--- src/rtl/lcm_pkg.sv ---
package lcm_pkg;

    // Which word the sequencer owes the output on the coming edge.
    typedef enum logic [1:0] {
        SLOT_IDLE = 2'd0,
        SLOT_B    = 2'd1,
        SLOT_CRC  = 2'd2
    } slot_e;

    localparam int unsigned DEF_PIX_W = 10;
    localparam logic [9:0]  DEF_POLY  = 10'h24F;

endpackage

--- src/rtl/lcm_crc_unit.sv ---
module lcm_crc_unit #(
    parameter int unsigned W    = 10,
    parameter logic [W-1:0] POLY = 10'h24F
) (
    input  logic         clk,
    input  logic         rst,
    input  logic         seed_en,
    input  logic         fold_en,
    input  logic [W-1:0] din,
    output logic [W-1:0] crc_q
);

    // One whole word folded per clock; the loop unrolls into XOR trees.
    function automatic logic [W-1:0] fold_word(input logic [W-1:0] c, input logic [W-1:0] d);
        logic [W-1:0] r;
        logic         fb;
        r = c;
        for (int i = W - 1; i >= 0; i--) begin
            fb = r[W-1] ^ d[i];
            r  = {r[W-2:0], 1'b0};
            if (fb) r = r ^ POLY;
        end
        return r;
    endfunction

    always_ff @(posedge clk) begin
        if (rst)          crc_q <= '0;
        else if (seed_en) crc_q <= din;
        else if (fold_en) crc_q <= fold_word(crc_q, din);
    end

    // a seed load takes the presented word unchanged
    p_seed_load_r3: assert property (@(posedge clk) disable iff (rst)
        seed_en |=> crc_q == $past(din));

    // with neither load nor fold the checksum holds
    p_crc_hold_r3: assert property (@(posedge clk) disable iff (rst)
        (!seed_en && !fold_en) |=> $stable(crc_q));

endmodule

--- src/rtl/lcm_out_stage.sv ---
module lcm_out_stage #(
    parameter int unsigned W = 10
) (
    input  logic         clk,
    input  logic         rst,
    input  logic         have_data,
    input  logic [W-1:0] data_word,
    input  logic         force_train,
    input  logic [W-1:0] train_word,
    output logic [W-1:0] dout,
    output logic         dout_vld
);

    always_ff @(posedge clk) begin
        if (rst) begin
            dout     <= '0;
            dout_vld <= 1'b0;
        end else if (have_data && !force_train) begin
            dout     <= data_word;
            dout_vld <= 1'b1;
        end else begin
            dout     <= train_word;
            dout_vld <= 1'b0;
        end
    end

    // a forced edge never yields a valid word
    p_force_invalid_r7: assert property (@(posedge clk) disable iff (rst)
        force_train |=> (!dout_vld && dout == $past(train_word)));

    // an edge with nothing due yields the training word
    p_idle_training_r6: assert property (@(posedge clk) disable iff (rst)
        !have_data |=> (!dout_vld && dout == $past(train_word)));

endmodule

--- src/rtl/line_crc_merger.sv ---
module line_crc_merger
    import lcm_pkg::*;
#(
    parameter int unsigned     PIX_W    = DEF_PIX_W,
    parameter logic [PIX_W-1:0] CRC_POLY = DEF_POLY
) (
    input  logic             clk,
    input  logic             rst,
    input  logic [PIX_W-1:0] adc_a,
    input  logic [PIX_W-1:0] adc_b,
    input  logic             pair_vld,
    input  logic             line_start,
    input  logic             line_end,
    input  logic             crc_en,
    input  logic             train_force,
    input  logic [PIX_W-1:0] train_word,
    output logic [PIX_W-1:0] dout,
    output logic             dout_vld
);

    slot_e            slot;
    logic [PIX_W-1:0] hold_b;
    logic             end_pend;
    logic             crc_pend;
    logic             in_line;

    logic             accept;
    logic             seed_en;
    logic             fold_en;
    logic [PIX_W-1:0] fold_din;
    logic [PIX_W-1:0] crc_q;
    logic             have_data;
    logic [PIX_W-1:0] data_word;

    // Pairs are taken only when nothing is owed.
    assign accept   = (slot == SLOT_IDLE) && pair_vld;
    assign seed_en  = accept && line_start;
    assign fold_en  = (accept && !line_start && in_line) || ((slot == SLOT_B) && in_line);
    assign fold_din = (slot == SLOT_B) ? hold_b : adc_a;

    always_comb begin
        have_data = 1'b1;
        data_word = adc_a;
        unique case (slot)
            SLOT_B:   data_word = hold_b;
            SLOT_CRC: data_word = crc_q;
            default:  have_data = accept;
        endcase
    end

    always_ff @(posedge clk) begin
        if (rst) begin
            slot     <= SLOT_IDLE;
            hold_b   <= '0;
            end_pend <= 1'b0;
            crc_pend <= 1'b0;
            in_line  <= 1'b0;
        end else begin
            unique case (slot)
                SLOT_IDLE: if (pair_vld) begin
                    hold_b   <= adc_b;
                    end_pend <= line_end && (line_start || in_line);
                    crc_pend <= crc_en;
                    slot     <= SLOT_B;
                    if (line_start) in_line <= 1'b1;
                end
                SLOT_B: begin
                    slot <= (end_pend && crc_pend) ? SLOT_CRC : SLOT_IDLE;
                    if (end_pend) in_line <= 1'b0;
                end
                default: slot <= SLOT_IDLE;
            endcase
        end
    end

    lcm_crc_unit #(.W(PIX_W), .POLY(CRC_POLY)) u_crc (
        .clk     (clk),
        .rst     (rst),
        .seed_en (seed_en),
        .fold_en (fold_en),
        .din     (fold_din),
        .crc_q   (crc_q)
    );

    lcm_out_stage #(.W(PIX_W)) u_out (
        .clk         (clk),
        .rst         (rst),
        .have_data   (have_data),
        .data_word   (data_word),
        .force_train (train_force),
        .train_word  (train_word),
        .dout        (dout),
        .dout_vld    (dout_vld)
    );

    // an accepted pair shows A first
    p_a_first_r2: assert property (@(posedge clk) disable iff (rst)
        (slot == SLOT_IDLE && pair_vld && !train_force) |=> (dout_vld && dout == $past(adc_a)));

    // B follows on the next edge
    p_b_second_r2: assert property (@(posedge clk) disable iff (rst)
        (slot == SLOT_IDLE && pair_vld) |=> slot == SLOT_B);

    // the checksum slot lasts one cycle
    p_crc_single_r4: assert property (@(posedge clk) disable iff (rst)
        (slot == SLOT_CRC) |=> slot == SLOT_IDLE);

    // without the enable no checksum slot follows B
    p_no_crc_slot_r5: assert property (@(posedge clk) disable iff (rst)
        (slot == SLOT_B && !crc_pend) |=> slot == SLOT_IDLE);

    // a busy cycle leaves the held B sample alone
    p_busy_hold_r8: assert property (@(posedge clk) disable iff (rst)
        (slot != SLOT_IDLE) |=> $stable(hold_b));

endmodule

--- config.mk ---
export PLATFORM = sky130hd
export DESIGN_NAME = line_crc_merger
export DESIGN_NICKNAME = d
export VERILOG_FILES = /design/src/rtl/lcm_pkg.sv /design/src/rtl/lcm_crc_unit.sv /design/src/rtl/lcm_out_stage.sv /design/src/rtl/line_crc_merger.sv
export SDC_FILE = /design/constraint.sdc
export NUM_CORES = 1
export LEC_CHECK = 0
export ABC_AREA = 1
export BUFFER_PORTS_ARGS = -buffer_cell sky130_fd_sc_hd__buf_4
export CAP_MARGIN = 10
export CORE_AREA = 2 2 70 72
export DETAILED_ROUTE_END_ITERATION = 10
export DIE_AREA = 0 0 72 74
export GPL_ROUTABILITY_DRIVEN = 0
export PLACE_DENSITY = 0.75
export SLEW_MARGIN = 25
export SYNTH_ARGS = -nofsm -noshare
export SYNTH_HDL_FRONTEND = slang
export SYNTH_HIERARCHICAL = 1
export SYNTH_SLANG_ARGS = --single-unit
--- constraint.sdc ---
create_clock -name clk -period 4.2 [get_ports clk]
set_clock_uncertainty 0.2 [all_clocks]
set_input_delay 0.21 -clock clk [delete_from_list [all_inputs] [get_ports clk]]
set_output_delay 0.21 -clock clk [all_outputs]
set_load 0.01 [all_outputs]
# == Yosys cells after proc, flatten, opt, wreduce, memory -nomap -nowiden ==
# Index checks and enable logic that the tools add are counted.
# classes
n_mux,51
bitwise,20
reduce_logical,18
n_eq_ne,5
# ops
cell,n
$mux W10,41
$not A6 Y6,10
$pmux W10 S2,1
$xor A1 B1 Y1,10
$logic_and A1 B1 Y1,8
$ne A2 B2 Y1 const B,3
$mux W1,5
$mux W2,2
$pmux W2 S2,1
$reduce_and A4 Y1,1
$reduce_bool A2 Y1,2
$eq A2 B1 Y1 const B,1
$eq A2 B2 Y1 const B,1
$logic_not A1 Y1,2
$logic_not A2 Y1,1
$logic_or A1 B1 Y1,2
$pmux W1 S2,1
$reduce_and A2 Y1,1
$reduce_or A2 Y1,1
# word_totals
out_inout_bits,11
inputBits,37
elab_cells,102
reg_bits,36

# == Logic depth before layout (Yosys ltp) ==
# depth
depth_word,52
depth_mapped,27
depth_no_buf,26

# == Cells and area by module ==
# Netlist, hierarchy kept.
# by_module_without_submodules
mod,n_inst,cells_per_inst,seq_area_each_um2,area_per_inst_um2
lcm_crc_unit,1,167,200.2,1102.3
line_crc_merger,1,143,300.3,954.7
lcm_out_stage,1,67,220.2,452.9

# == Worst setup path before layout ==
# Ideal clock, no wire load.
# synth_path
path_type,reg-to-reg
from,reg slot[1]
to,reg u_crc.crc_q[7]
n_path_buf,2
setup_slack_ns,1.012
stages_incl_launch_ff,21
synth_period_minus_slack_ns,3.188
setup_time_ns,0.132
arrival_ns,2.856
t_required_ns,3.868
cell_sequence,dfxtp_1 inv_1 ha_1 buf_4 buf_4 o21ai_0 nand2_1 nand2_4 nand2_2 nand2_2 xor2_1 nand3_1 nand2_2 nand2_1 nand3_2 nand2_4 nand2_1 nand2_1 or2_2 nand3_1 a21oi_1
# synth_between
elab_chain_cells,50
word_cells_on_any_way,65
cone_classes,1 x eq/ne; 40 x mux; 16 x bitwise; 8 x reduce/logical
# synth_rtl
element,line,source
from (decl),line_crc_merger.sv:21,slot_e slot;
from (signal assigned),line_crc_merger.sv:68,slot <= (end_pend && crc_pend) ? SLOT_CRC : SLOT_IDLE;
$eq A2 B1 Y1 *,line_crc_merger.sv:39,assign fold_din = (slot == SLOT_B) ? hold_b : adc_a;
$mux W10 *,line_crc_merger.sv:39,
net fold_din[9],line_crc_merger.sv:30,logic [PIX_W-1:0] fold_din;
$xor A1 B1 Y1 *,lcm_crc_unit.sv:19,fb = r[W-1] ^ d[i];
$mux W10 *,lcm_crc_unit.sv:21,if (fb) r = r ^ POLY;
$mux W10 *,lcm_crc_unit.sv:29,"else if (fold_en) crc_q <= fold_word(crc_q, din);"
$mux W10 *,lcm_crc_unit.sv:28,else if (seed_en) crc_q <= din;
$mux W10 *,lcm_crc_unit.sv:27,if (rst) crc_q <= '0;
[35 not listed],-,
$xor A1 B1 Y1,lcm_crc_unit.sv:19,
$mux W10 *,lcm_crc_unit.sv:21,
$mux W10 *,lcm_crc_unit.sv:29,
$mux W10 *,lcm_crc_unit.sv:28,
$mux W10 *,lcm_crc_unit.sv:27,
$mux W10 *,lcm_crc_unit.sv:21,
$mux W10 *,lcm_crc_unit.sv:29,
$mux W10 *,lcm_crc_unit.sv:28,
to (signal assigned),lcm_crc_unit.sv:28,
to (signal assigned),lcm_crc_unit.sv:29,
to (decl),lcm_crc_unit.sv:10,output logic [W-1:0] crc_q
# Mark *: on every way through the listed nets, which the timed path passes. The rest lies on a longest branch. The select of a mux whose other input is x is not followed.
# A chain may end at the register's enable or synchronous reset.

# == Final worst setup path ==
# layout_path
from,reg slot[1]
to,reg u_crc.crc_q[2]
# layout_between
word_cells_on_any_way,68
cone_classes,1 x eq/ne; 40 x mux; 19 x bitwise; 8 x reduce/logical
# layout_lines
element,line
$eq A2 B1 Y1 *,line_crc_merger.sv:39
$mux W10 *,line_crc_merger.sv:39
net fold_din[8],line_crc_merger.sv:30
$xor A1 B1 Y1 *,lcm_crc_unit.sv:19
$mux W10 *,lcm_crc_unit.sv:21
$mux W10 *,lcm_crc_unit.sv:29
$mux W10 *,lcm_crc_unit.sv:28
$mux W10 *,lcm_crc_unit.sv:27
[31 not listed],-
$mux W10 *,lcm_crc_unit.sv:21
$mux W10 *,lcm_crc_unit.sv:29
$mux W10 *,lcm_crc_unit.sv:28
$mux W10 *,lcm_crc_unit.sv:27
$xor A1 B1 Y1 or $not A6 Y6 (tied branches),-
$mux W10 *,lcm_crc_unit.sv:21
$mux W10 *,lcm_crc_unit.sv:29
$mux W10 *,lcm_crc_unit.sv:28
# Marked as above.

==> metrics <==
largest cells by area after synthesis=dfxtp_1 29%, nand2_1 14%, nor2_1 6.9%; Top FF cell, synth=dfxtp_1; register bit total from synthesis=36; P_leak=roughly 1.6 nW; H-tree depth=2; Synth Area in Simple Gates=approximately a third; Register Area=roughly 720 um2; P&R area growth vs syn=27.3%; Warnings, synthesis=6; Pint=slightly above 1 mW; sw power=~0.94 mW; CP endpoint kind=register; DRT antenna net count=0; Vias/cell=slightly above 5; Nets=between 400 and 500; TritonCTS clock tree=done; compound-cell area share of the yosys netlist=around 13%; Gate Count Post-Synth=377; post-cts repair resize count=0; mapped cell area=between 2000 and 3000 um2; routed len/inst=about 13 um; final setup fails=0; final setup margin=approximately 0.59 ns; status=complete, no violations; post-synthesis mux area share=less than 1%; die height=roughly 74 um; area post-placement=2850 um2; startpoint types=register; type of the worst setup path=reg -> reg; Die X-Extent=between 70 and 80 um; DP Cell Count=roughly 470; setup_tns=0 ns; Synth async-reset ratio=0%; Min-Delay Path Class=in -> reg; 1st-iter DRT viols=around 170; Worst Tran Pin Value=0.798 ns; CTS Buf Count=5; clock sink total=36; maxcap violations=0; total I/O pin count=between 40 and 50; Combinational Power Share=a little over three fifths; Sw Share=47.8%; Avg Inst Size Synth=6.66 um2; final global-route overflow total=0; clock slew at reported path FFs=0.08 ns; Total Routed Length=6320 um; Post-synth EDFFs=0; Post-Synth Adder-Cell Area=under 10%; largest family of logic cells by synthesized area=simple AND/OR/NAND/NOR gates; Worst EP required=around 4.2 ns; area leader, netlist=dfxtp_1; clock latency on the worst-skew pair=about 0.29 ns; Placeable Area=4600 um2; Die Area=between 5000 and 6000 um2; Setup WS pre-CTS=approximately 0.61 ns; fillcell total=between 300 and 400; Core Rows=25; CTS Buffer Depth=2; post-synthesis sequential area ratio=around 29%; Relative slew margins=between 40% and 50%; Worst VDD drop=about 0.36 mV; Final Cycle Share=between 80% and 90%; Final HPWL DP=around 4700 um; most common library cells after synthesis=92 x nand2_1, 46 x nor2_1, 42 x inv_1, 36 x dfxtp_1, 31 x nand3_1; RSZ-0062 raised after global routing=no; final instance area=3190 um2; antenna cells=0; fin util=a little over two thirds; XOR/XNOR Fraction of Synth Area=9.52%; Sequential Power Share=between 20% and 30%; IO buf count=47; first-pass GRT wire length=a little over 10,000 um; Fmax=between 200 and 300 MHz; overall power=slightly below 2 mW; initial antenna violation count=0; Hold Fails Final Rpt=0; area of the multi-input gates=between 1500 and 2000 um2; power share of the clock group=15.6%; share of cells above drive strength 1=20.7%; Fin Hold WS=~0.0095 ns; TritonRoute pass-1 iters=4; Synth top area share=28.7%; Layout Cells excl Fill=around 500; critical path data arrival time=3.61 ns; top-count cell post-synth=nand2_1; minimum clock period=approximately 3.6 ns; CTS Root Cell=clkbuf_8; Slew Viols, Final=0; vias in the first global route=between 2k and 2.5k; Cell variety after synth=36; Starting Density=a little over half; Net Count, Synth=approximately 420; crit path max fanout=13; total number of vias=~2.5k; largest net degree at the start of global routing=17; gr usage total=between 20% and 30%; DRC Markers=0; Cell Pwr Density=around 620 nW/um2
## layout by cell type (no fill, tap or decap), drive strengths merged, types with 15 or more instances in the layout
cell type,netlist,routed
buf,9,48
inv,48,48
xor2,15,15
nor2,50,50
nand2,104,104
o21ai,23,23
dlygate4sd3,0,23
nand3,37,37
a21oi,17,17
dfxtp,36,36
## area by class of cell
type	count	area share, %
repair buffers	71	18.5
well taps	54	2.12
multi-input cells	281	47.4
clock buffers	5	2.15
clock inverters	3	1.33
inverters	49	5.91
flip-flops and latches	36	22.6
## kinds of logic (layout without fill, tap and decap cells)
family                   count (synthesis)  after routing
buffers and inverters                   60            128
adder cells (fa/ha/maj)                  4              4
flip-flops                              36             36
multiplexers                             1              1
XOR/XNOR                                23             23
AO/OA/AOI/OAI                           59             59
AND/OR/NAND/NOR                        194            194
## what timing repair did
item,CTS,global route
hold buffers,23,0
hold endpoints to repair,23,0
buffers inserted,0,0
## critical path, cell delays in order (launching register included)
cell	delay, ns
dfxtp_1	0.35
inv_1	0.09
ha_1	0.34
o21ai_0	0.45
inv_1	0.11
nand2_1	0.09
nand2_2	0.09
nand2_1	0.10
nand2_2	0.07
xor2_1	0.32
nand3_1	0.20
nand2_2	0.15
xor2_2	0.25
xor2_2	0.29
nor2_2	0.06
o21ai_1	0.16
o21ai_1	0.07
nand2_1	0.08
inv_1	0.03
## worst paths after layout
| path | from | end | slack (ns) | cells past startpoint |
|---|---|---|---|---|
| min | rst | in_line$_SDFFE_PP0P_ | 0.01 | 2 |
| max reg2reg | slot[1]$_SDFFE_PP0P_ | u_crc/crc_q[2]$_SDFFE_PP0P_ | 0.59 | 18 |
| min reg2reg | crc_pend$_SDFFE_PP0N_ | slot[1]$_SDFFE_PP0P_ | 0.27 | 2 |
| max | slot[1]$_SDFFE_PP0P_ | u_crc/crc_q[2]$_SDFFE_PP0P_ | 0.59 | 18 |
## per-layer routing
layer / global-route usage [%] / routed length [um] / up-vias
met4: 9.22 / 112 / 0
met1: 31.5 / 2800 / 1131
met2: 43.0 / 3090 / 63
li1: - / - / 1331
met5: 0 / 0 / -
met3: 3.79 / 309 / 12
## flip-flops by register name, summed over array words and instances, names as in the netlist
name            count
u_crc/crc_q        10
in_line             1
hold_b             10
u_out/dout_vld      1
crc_pend            1
slot                2
u_out/dout         10
end_pend            1
## power groups by stage
stage / sequential, mW / combinational (mW) / clock [mW]
after global routing: 0.427 / 1.37 / 0.328
after floorplan: 0.425 / 0.995 / 0
after CTS: 0.421 / 1.23 / 0.316
after detailed placement: 0.428 / 1.21 / 0
final: 0.422 / 1.24 / 0.308
after global placement: 0.429 / 1.19 / 0
Power figures use the tool's default switching activity.
